==> src/rtl/cdv_pkg.sv <==
package cdv_pkg;
  parameter int          ADDR_W   = 16;
  parameter int          DATA_W   = 16;
  parameter int          SEL_W    = 3;
  parameter logic [15:0] REG_ADDR = 16'h07FD;

  // Largest ratio is 2*(2**SEL_W - 1); width to hold it.
  function automatic int ratio_width(input int sel_w);
    return $clog2(2 * ((1 << sel_w) - 1) + 1);
  endfunction
endpackage

==> src/rtl/cdv_regfile.sv <==
module cdv_regfile #(
  parameter int               ADDR_W   = 16,
  parameter int               DATA_W   = 16,
  parameter int               SEL_W    = 3,
  parameter logic [ADDR_W-1:0] REG_ADDR = 16'h07FD
) (
  input  logic              clk,
  input  logic              rst,
  input  logic [ADDR_W-1:0] addr,
  input  logic              wr,
  input  logic              rd,
  input  logic [DATA_W-1:0] wdata,
  output logic [DATA_W-1:0] rdata,
  output logic [SEL_W-1:0]  sel
);
  logic              hit;
  logic [SEL_W-1:0]  sel_q;
  logic [DATA_W-1:0] rdata_q;
  logic [DATA_W-1:0] view;

  assign hit  = (addr == REG_ADDR);
  // Reserved upper bits hold no state and read as zero.
  assign view = DATA_W'(sel_q);

  always_ff @(posedge clk) begin
    if (rst) begin
      sel_q   <= '0;
      rdata_q <= '0;
    end else begin
      if (wr && hit) sel_q <= wdata[SEL_W-1:0];
      if (rd) rdata_q <= hit ? view : '0;
    end
  end

  assign rdata = rdata_q;
  assign sel   = sel_q;

  AST_FOREIGN_WRITE: assert property (@(posedge clk) disable iff (rst)
    (wr && !hit) |=> $stable(sel_q));
  AST_FOREIGN_READ: assert property (@(posedge clk) disable iff (rst)
    (rd && !hit) |=> (rdata_q == '0));
  AST_READ_NEXT_CYCLE: assert property (@(posedge clk) disable iff (rst)
    (rd && hit) |=> (rdata_q == DATA_W'($past(sel_q))));
  AST_RDATA_HOLD: assert property (@(posedge clk) disable iff (rst)
    (!rd && !$past(rst)) |=> $stable(rdata_q));
endmodule

==> src/rtl/cdv_ratio_map.sv <==
module cdv_ratio_map #(
  parameter int SEL_W   = 3,
  parameter int RATIO_W = 4
) (
  input  logic [SEL_W-1:0]   sel,
  output logic [RATIO_W-1:0] ratio
);
  // Code 0 is pass-through; every other code divides by twice its value.
  always_comb begin
    if (sel == '0) ratio = RATIO_W'(1);
    else           ratio = RATIO_W'({sel, 1'b0});
  end
endmodule

==> src/rtl/cdv_divider.sv <==
module cdv_divider #(
  parameter int RATIO_W = 4
) (
  input  logic               clk,
  input  logic               rst,
  input  logic [RATIO_W-1:0] req_ratio,
  output logic               wave,
  output logic               pulse,
  output logic               bypass
);
  logic [RATIO_W-1:0] cnt_q, act_q, cnt_nx, act_nx, half_nx;
  logic               last;
  logic               wave_q, pulse_q, bypass_q;

  always_comb begin
    last    = (cnt_q == act_q - RATIO_W'(1));
    cnt_nx  = last ? '0 : cnt_q + RATIO_W'(1);
    act_nx  = last ? req_ratio : act_q;   // ratio switches only at a period edge
    half_nx = act_nx >> 1;
  end

  always_ff @(posedge clk) begin
    if (rst) begin
      cnt_q    <= '0;
      act_q    <= RATIO_W'(1);
      wave_q   <= 1'b1;
      pulse_q  <= 1'b1;
      bypass_q <= 1'b1;
    end else begin
      cnt_q    <= cnt_nx;
      act_q    <= act_nx;
      pulse_q  <= (cnt_nx == '0);
      bypass_q <= (act_nx == RATIO_W'(1));
      wave_q   <= (act_nx == RATIO_W'(1)) || (cnt_nx < half_nx);
    end
  end

  assign wave   = wave_q;
  assign pulse  = pulse_q;
  assign bypass = bypass_q;

  AST_CNT_BOUND: assert property (@(posedge clk) disable iff (rst)
    cnt_q < act_q);
  AST_RATIO_AT_EDGE: assert property (@(posedge clk) disable iff (rst)
    !last |=> $stable(act_q));
  AST_PERIOD_STARTS_HIGH: assert property (@(posedge clk) disable iff (rst)
    pulse_q |-> wave_q);
  AST_BYPASS_STEADY: assert property (@(posedge clk) disable iff (rst)
    bypass_q |-> (wave_q && pulse_q));
endmodule

==> src/rtl/clkout_divider.sv <==
module clkout_divider
  import cdv_pkg::*;
#(
  parameter int               P_ADDR_W   = ADDR_W,
  parameter int               P_DATA_W   = DATA_W,
  parameter int               P_SEL_W    = SEL_W,
  parameter logic [P_ADDR_W-1:0] P_REG_ADDR = REG_ADDR
) (
  input  logic                clk,
  input  logic                rst,
  input  logic [P_ADDR_W-1:0] bus_addr,
  input  logic                bus_wr,
  input  logic                bus_rd,
  input  logic [P_DATA_W-1:0] bus_wdata,
  output logic [P_DATA_W-1:0] bus_rdata,
  output logic                div_wave,
  output logic                div_pulse,
  output logic                div_bypass
);
  localparam int RW = ratio_width(P_SEL_W);

  logic [P_SEL_W-1:0] sel;
  logic [RW-1:0]      ratio;

  cdv_regfile #(
    .ADDR_W(P_ADDR_W), .DATA_W(P_DATA_W), .SEL_W(P_SEL_W), .REG_ADDR(P_REG_ADDR)
  ) u_regs (
    .clk(clk), .rst(rst), .addr(bus_addr), .wr(bus_wr), .rd(bus_rd),
    .wdata(bus_wdata), .rdata(bus_rdata), .sel(sel)
  );

  cdv_ratio_map #(.SEL_W(P_SEL_W), .RATIO_W(RW)) u_map (
    .sel(sel), .ratio(ratio)
  );

  cdv_divider #(.RATIO_W(RW)) u_div (
    .clk(clk), .rst(rst), .req_ratio(ratio),
    .wave(div_wave), .pulse(div_pulse), .bypass(div_bypass)
  );
endmodule

==> config.mk <==
export PLATFORM = sky130hd
export DESIGN_NAME = clkout_divider
export DESIGN_NICKNAME = d
export VERILOG_FILES = /design/src/rtl/cdv_pkg.sv /design/src/rtl/cdv_regfile.sv /design/src/rtl/cdv_ratio_map.sv /design/src/rtl/cdv_divider.sv /design/src/rtl/clkout_divider.sv
export SDC_FILE = /design/constraint.sdc
export NUM_CORES = 1
export LEC_CHECK = 0
export BUFFER_PORTS_ARGS = -buffer_cell sky130_fd_sc_hd__buf_2
export CORE_MARGIN = 10
export CORE_UTILIZATION = 38
export DETAILED_ROUTE_END_ITERATION = 7
export PLACE_DENSITY = 0.8
export RECOVER_POWER = 100
export SETUP_SLACK_MARGIN = 0.1
export SLEW_MARGIN = 15
export SYNTH_ARGS = -nofsm -noshare
export SYNTH_HDL_FRONTEND = slang
export SYNTH_SLANG_ARGS = --single-unit
==> constraint.sdc <==
create_clock -name clk -period 2 [get_ports clk]
set_input_delay 0.1 -clock clk [delete_from_list [all_inputs] [get_ports clk]]
set_output_delay 0.1 -clock clk [all_outputs]
set_load 0.03 [all_outputs]
Yosys cells after proc, flatten, opt, wreduce, memory -nomap -nowiden
Index checks and enable logic that the tools add are counted.
{"block": "op_classes", "addsub": 2, "mul": 0, "n_div": 0, "n_lt_le_gt_ge": 1, "eq_ne": 3, "shifts": 0, "mux": 4, "n_bitwise": 0, "n_reduce_logical": 4}
{"operator": "== test 16 x 11 -> 1 bit (second input constant)", "n": 1}
{"operator": "2-to-1 mux 4 bit", "n": 3}
{"operator": "adder 4 x 1 -> 4 bit (second input constant)", "n": 1}
{"operator": "== test 4 x 1 -> 1 bit (second input constant)", "n": 1}
{"operator": "== test 4 bit", "n": 1}
{"operator": "zero test 4 bit", "n": 1}
{"operator": "less-than comparator 4 x 3 -> 1 bit", "n": 1}
{"operator": "subtractor 4 x 1 -> 4 bit (second input constant)", "n": 1}
{"operator": "zero test 3 bit", "n": 1}
{"operator": "2-to-1 mux 3 bit", "n": 1}
{"operator": "logical AND 1 bit", "n": 1}
{"operator": "logical OR 1 bit", "n": 1}
{"block": "word_totals", "register_bits": 30, "latchBits": 0, "ramBits": 0, "mem_bits_ro": 0, "in_bits": 36, "out_inout_bits": 19, "n_memories": 0}

Depth between registers and ports, before layout
Gate-level depths: netlist (run 1).
{"block": "logic_depth", "word_depth": 5, "ltp_mapped": 12, "mapped_depth_nobuf": 10}

Cells and area by module
Synthesis (run 1) repeated with hierarchy kept, for this count alone.
{"block": "unflattened", "hier_cells": 117, "area_unflattened_um2": 1086.0}
{"module": "cdv_divider", "n_inst": 1, "cells_each": 68, "area_each_um2": 656.9, "seq_area_each_um2": 220.2}
{"module": "cdv_regfile", "n_inst": 1, "cells_each": 45, "area_each_um2": 407.9, "seq_area_each_um2": 120.1}
{"module": "cdv_ratio_map", "n_inst": 1, "cells_each": 4, "area_each_um2": 21.3, "seq_area_each_um2": 0.0}

Worst setup path after synthesis (run 1)
Ideal clock, no wire load.
{"block": "synth_path", "path_type": "register -> register", "start": "reg u_div.act_q[0]", "end": "reg u_div.wave_q, in the netlist u_div.wave", "setup_time_ps": 128, "arrival_time_ps": 2099, "required_time_ps": 1872, "slack_ps": -227, "stages_incl_launch_ff": 13, "path_buffers": 2, "cell_sequence": "dfxtp_1 -> inv_1 -> ha_1 -> xnor2_1 -> nor3_2 -> and2_4 -> buf_6 -> buf_8 -> mux2i_1 -> ha_1 -> nand2_1 -> a221oi_1 -> o22ai_1"}
{"block": "synth_via", "elab_chain_len": 5, "elab_cells_between_ends": 7, "cone_classes": "add/sub (1); order compare (1); eq/ne (2); mux (2); reduce/logical (1)"}
{"element": "start: declaration", "line": "cdv_divider.sv:11", "source": "logic [RATIO_W-1:0] cnt_q, act_q, cnt_nx, act_nx, half_nx;"}
{"element": "start signal: assignment", "line": "cdv_divider.sv:31", "source": "act_q <= act_nx;"}
{"element": "subtractor 4 x 1 -> 4 bit", "line": "cdv_divider.sv:16", "source": "last = (cnt_q == act_q - RATIO_W'(1));"}
{"element": "== test 4 bit", "line": "cdv_divider.sv:16"}
{"element": "2-to-1 mux 4 bit (on tied branches)", "line": "cdv_divider.sv:17, cdv_divider.sv:18"}
{"element": "less-than comparator 4 x 3 -> 1 bit / == test 4 x 1 -> 1 bit (equally long branches)", "line": "cdv_divider.sv:34", "source": "wave_q <= (act_nx == RATIO_W'(1)) || (cnt_nx < half_nx);"}
{"element": "logical OR 1 bit (*)", "line": "cdv_divider.sv:34"}
{"element": "end signal: assignment", "line": "cdv_divider.sv:34"}
{"element": "end: declaration", "line": "cdv_divider.sv:13", "source": "logic wave_q, pulse_q, bypass_q;"}
Mark *: on every way between the ends. The rest lies on a longest branch, timed or not.
A chain may end at the register's enable or synchronous reset.

Worst setup path after layout (run 1)
Ends and elaborated chain as after synthesis.

==> metrics.md, run 1 <==
| Metric | Value |
|---|---|
| Status | `complete, but fails checks` |
| First-pass GRT wire length | `3840 µm` |
| Unrepaired setup endpoints after global routing | `yes` |
| Vias in the first global route | `867` |
| Crit Path Category | `reg2reg` |
| Final antenna-violating net count | `0` |
| Startpoint types | `register` |
| Post-synth top flop | `dfxtp_1` |
| Clk sink count | `17` |
| Slew Limit Fails | `0` |
| Worst vdd ir | `around 1000 µV` |
| Core Footprint | `around 2300 µm²` |
| Critical Path Fanout Max | `4` |
| Multi-input logic area | `566 µm²` |
| CTS tree | `done` |
| GPL Wtd Cong | `0.823` |
| Seq/Total Area, Yosys | `36.3%` |
| Synth Area in Adders | `about 5.3%` |
| FP Rows | `17` |
| Area grow syn2layout | `32.5%` |
| Via Count | `823` |
| EDFF count, synth | `0` |
| Final #Nets | `about 190` |
| Skew-Pair Late Insertion Delay | `300 ps` |
| Worst slack, placed | `-116 ps` |
| Initial DRC count | `69` |
| CTS Buf Count | `3` |
| Xor and xnor area share after synthesis | `roughly 8.1%` |
| Ys async rst share | `0%` |
| Tmin final | `~2100 ps` |
| Max-Cap Viols | `0` |
| WL per Instance | `14.3 µm` |
| Number of hold buffers added after cts | `0` |
| Fin crit share | `105%` |
| Design area | `around 1200 µm²` |
| Final Core Density | `a little over half` |
| Filler-free cell count of the finished design | `173` |
| Flip-flop and latch count after synthesis | `17` |
| HP Class | `in2reg` |
| Die area | `4860 µm²` |
| Most frequent cells in the layout | `buf_2, buf_4, dfxtp_1, conb_1, nor2_1` |
| WHS | `~33 ps` |
| Dpl hpwl | `1910 µm` |
| Vias per inst | `4.76` |
| Multiplexer share of the synthesized area | `5.33%` |
| Final WL | `2480 µm` |
| Syn Inst Count | `101` |
| Final hold violations | `0` |
| Critical Path AT | `2280 ps` |
| Largest net degree at the start of global routing | `16` |
| Grt ovf | `0` |
| CTS clock-pin slew for the worst setup and hold paths | `100 ps` |
| Port bufs | `28` |
| Post-Synth Simple-Gate Area | `a little over a fifth` |
| Antenna Cells | `0` |
| FILL cells | `203` |
| Failing checks | `negative setup slack` |
| Setup ws final | `-92.6 ps` |
| Worst EP required | `2180 ps` |
| Power per Cell Area | `1260 nW/µm²` |
| Die width | `69.7 µm` |
| Largest family of logic cells by synthesized area | `simple AND/OR/NAND/NOR gates` |
| H-tree lvl count | `1` |
| Synth Area per Inst | `9.29 µm²` |
| Final setup fails | `1` |
| Setup TNS | `-92.6 ps` |
| Starting Density | `41.2%` |
| Die Ht | `between 60 and 70 µm` |
| Ports | `55` |
| Tot Pwr | `roughly 1.6 mW` |
| Compound-cell area share of the yosys netlist | `8.27%` |
| Most common cell after layout, fill and taps aside | `buf_2` |
| CP Capture Type | `register` |
| Synthesized cell area | `938 µm²` |
| Antenna violations before repair | `0` |
| Clk root buf | `clkbuf_4` |
| Max Fclk | `about 480 MHz` |
| Max Buffers Root-to-Sink | `2` |
| Drt first pass iters | `4` |
| Yosys warns | `0` |
| Gr usage total | `9.34%` |
| DR DRC count | `0` |
| Layout cells sized above 1 | `38.6%` |
| Storage cell area | `344 µm²` |
| Worst Clk Skew | `3.03 ps` |
| P_leak | `0.570 nW` |
| Distinct cells, synth | `31` |
| Placed cell count | `between 150 and 200` |
| Cell Area, Placed | `around 1100 µm²` |
-- power breakdown --
part | internal, mW | switching, mW | leakage [nW] | total, mW
sequential | 0.387 | 0.0412 | 0.139 | 0.428
clock | 0.0778 | 0.116 | 0.0150 | 0.194
combinational | 0.507 | 0.438 | 0.417 | 0.945
-- flip-flops by register name, indices dropped and copies added (netlist names) --
register	flops
u_div.act_q	4
u_div.cnt_q	4
u_regs.rdata	3
u_regs.sel	3
u_div.bypass	1
u_div.pulse	1
u_div.wave	1
-- timing repair --
item	4_1_cts	5_1_grt
endpoints found under the setup margin	1	2
buffers inserted	4	1
pin swaps	3	6
resized for setup	2	5
-- layout make-up --
| class | instances | area share [%] |
|---|---|---|
| repair buffers | 44 | 21.3 |
| well taps | 28 | 2.82 |
| clock buffers | 4 | 2.11 |
| inverters | 2 | 0.604 |
| flip-flops and latches | 17 | 27.7 |
| multi-input cells | 78 | 45.5 |
-- Yosys cell counts (2+ instances only) --
cell	number	area share [%]
nand2_1	3	1.2
mux2i_1	5	5.3
a21oi_1	6	3.2
inv_1	2	0.80
xor2_1	2	1.9
nand4b_1	5	4.7
nor3_1	5	2.7
and2_1	2	1.3
nor2_1	11	4.4
nor2b_1	4	2.7
ha_1	4	5.3
buf_4	13	10
xnor2_1	4	3.7
dfxtp_1	17	36
o21ai_1	2	1.1
-- critical path, cell delays in order (launching register included) --
cell	delay [ps]
dfxtp_2	350
inv_2	50
ha_4	240
xnor2_2	120
nor3_2	180
and2_4	220
buf_12	120
mux2i_1	70
ha_1	280
nand2_1	60
a221oi_2	180
o22ai_1	120
-- final timing paths --
check	start	endpoint	slack, ps	depth (start not counted)
max	u_div.act_q[0]$_SDFF_PP1_	u_div.wave$_SDFF_PP1_	-90	11
min	bus_wdata[2]	u_regs.sel[2]$_SDFFE_PP0P_	30	3
max reg2reg	u_div.act_q[0]$_SDFF_PP1_	u_div.wave$_SDFF_PP1_	-90	11
min reg2reg	u_regs.sel[0]$_SDFFE_PP0P_	u_regs.rdata[0]$_SDFFE_PP0P_	590	2
-- kinds of logic (layout without fill, tap and decap cells) --
group / after synthesis / after routing
AND/OR/NAND/NOR: 36 / 36
AO/OA/AOI/OAI: 13 / 13
other: 1 / 13
adder cells (fa/ha/maj): 4 / 4
flip-flops: 17 / 17
multiplexers: 5 / 5
XOR/XNOR: 7 / 7
buffers and inverters: 18 / 50
-- routing by layer --
metal	track usage, %	vias up	wire length, µm
met1	9.71	368	977
met2	16.8	35	1300
met5	0	-	0
met3	2.43	4	151
met4	4.57	0	50
li1	-	416	-
Power figures use the tool's default switching activity.
==> inputs of run 2 (changes only) <==
GPL_TIMING_DRIVEN = 0   (was default)
SKIP_CTS_REPAIR_TIMING = 1   (was default)
==> metrics.md, run 2 (synthesis gave the netlist of run 1 again) <==
| Metric | Value |
|---|---|
| Area grow syn2layout | `30.7%` |
| Int Pwr | `0.841 mW` |
| Power per Cell Area | `between 1000 and 1500 nW/µm²` |
| Vias in the first global route | `around 910` |
| Max Buffers Root-to-Sink | `2` |
| Placed cell count | `169` |
| Dpl hpwl | `1910 µm` |
| Critical Path AT | `2490 ps` |
| Crit Path Category | `reg2reg` |
| Largest net degree at the start of global routing | `11` |
| WL per Instance | `around 13 µm` |
| Setup ws final | `-292 ps` |
| Unrepaired setup endpoints after global routing | `yes` |
| DR DRC count | `0` |
| CTS Buf Count | `3` |
| Worst Clk Skew | `between 9 and 10 ps` |
| Vias per inst | `4.70` |
| WHS | `23.8 ps` |
| Worst EP required | `2190 ps` |
| Ports | `55` |
| Clk sink count | `17` |
| Largest registers | `u_div.act_q: 4 flops, u_div.cnt_q: 4 flops` |
| Clock power share | `13.7%` |
| Critical Path Fanout Max | `10` |
| Final setup fails | `1` |
| Max-Cap Viols | `0` |
| Comb pwr share | `55.3%` |
| FP Rows | `17` |
| CP Capture Type | `register` |
| H-tree lvl count | `1` |
| Sw Share | `between 30% and 40%` |
| Final WL | `2350 µm` |
| Final antenna-violating net count | `0` |
| Max Fclk | `436 MHz` |
| Die area | `4860 µm²` |
| Filler-free cell count of the finished design | `174` |
| Most common cell after layout, fill and taps aside | `buf_2` |
| P_leak | `about 0.58 nW` |
| Final #Nets | `187` |
| Via Count | `817` |
| Drt first pass iters | `4` |
| Clk root buf | `clkbuf_4` |
| Slowest cell on the critical path | `xor3_1` |
| CTS clock-pin slew for the worst setup and hold paths | `110 ps` |
| Startpoint types | `register` |
| CP peak stage delay | `about 450 ps` |
| First-pass GRT wire length | `3910 µm` |
| HP Class | `in2reg` |
| Starting Density | `41.2%` |
| Crit-path cells | `xor3_1 -> nor3_4 -> and2_4 -> buf_6 -> buf_8 -> mux2i_1 -> ha_1 -> nand2_1 -> a221oi_2 -> o22ai_1` |
| Reg power frac | `between 30% and 40%` |
| Final hold violations | `0` |
| Slew Limit Fails | `0` |
| Initial DRC count | `52` |
| GPL Wtd Cong | `0.792` |
| Worst slack, placed | `-376 ps` |
| Gr usage total | `9.51%` |
| Antenna Cells | `0` |
| Worst vdd ir | `656 µV` |
| Buf+Inv Stages, Crit Path | `2` |
| Core Footprint | `2280 µm²` |
| Most frequent cells in the layout | `buf_2, buf_4, dfxtp_1, conb_1, nor2_1` |
| Fin crit share | `115%` |
| Port bufs | `28` |
| CP delay by family, top | `simple AND/OR/NAND/NOR gates` |
| Worst R2R Setup Slack | `-290 ps` |
| Skew-Pair Late Insertion Delay | `roughly 300 ps` |
| Layout cells sized above 1 | `37.0%` |
| Grt ovf | `0` |
| CTS tree | `done` |
| Die Ht | `approximately 70 µm` |
| Tmin final | `about 2300 ps` |
| Failing checks | `negative setup slack` |
| Switching pwr | `roughly 0.55 mW` |
| Antenna violations before repair | `0` |
| Die width | `around 70 µm` |
| Status | `complete, but fails checks` |
run 2: cell types whose count changed in the layout (fill, tap and decap cells not counted), sizes merged:
cell and change:
clkinv +1
run 2: cell type report:
cell class / instances / area [µm²]
Multi-Input combinational cell: 78 / 544
Timing Repair Buffer: 29 / 140
Fill cell: 207 / 1050
Tap cell: 28 / 35.0
Sequential cell: 17 / 344
Inverter: 2 / 7.51
Clock inverter: 1 / 5.00
Clock buffer: 3 / 22.5
Buffer: 16 / 128
run 2: through the flow:
step | instance area (µm²) | TNS [ps] | util (%) | total power, mW
after floorplan | 1000 | -140 | - | 0.998
after global placement | 1180 | -301 | 51.8 | 1.10
after detailed placement | 1180 | -376 | 51.8 | 1.13
after CTS | 1210 | -392 | 53.1 | 1.32
after global routing | 1230 | -426 | 53.9 | 1.50
final | 1230 | -292 | 53.9 | 1.39
run 2: metal layers:
layer	up-vias	track usage [%]	wire (µm)	share of wire, %
met2	21	18.4	1260	54
met5	-	0	0	0
met1	378	8.49	882	38
met4	0	5.22	42	1.8
met3	4	2.71	158	6.7
li1	414	-	-	-
run 2: path summary, 6_finish.rpt:
check	start	to	cells past startpoint
max	u_div.cnt_q[2]$_SDFF_PP0_	u_div.wave$_SDFF_PP1_	10
min	rst	u_div.cnt_q[2]$_SDFF_PP0_	2
max reg2reg	u_div.cnt_q[2]$_SDFF_PP0_	u_div.wave$_SDFF_PP1_	10
min reg2reg	u_div.act_q[0]$_SDFF_PP1_	u_div.act_q[0]$_SDFF_PP1_	2
run 2: power groups by stage:
stage / sequential [mW] / clock (mW) / combinational [mW]
after floorplan: 0.465 / 0 / 0.533
after global placement: 0.434 / 0 / 0.668
after detailed placement: 0.436 / 0 / 0.696
after CTS: 0.429 / 0.191 / 0.698
after global routing: 0.442 / 0.206 / 0.848
final: 0.432 / 0.191 / 0.769
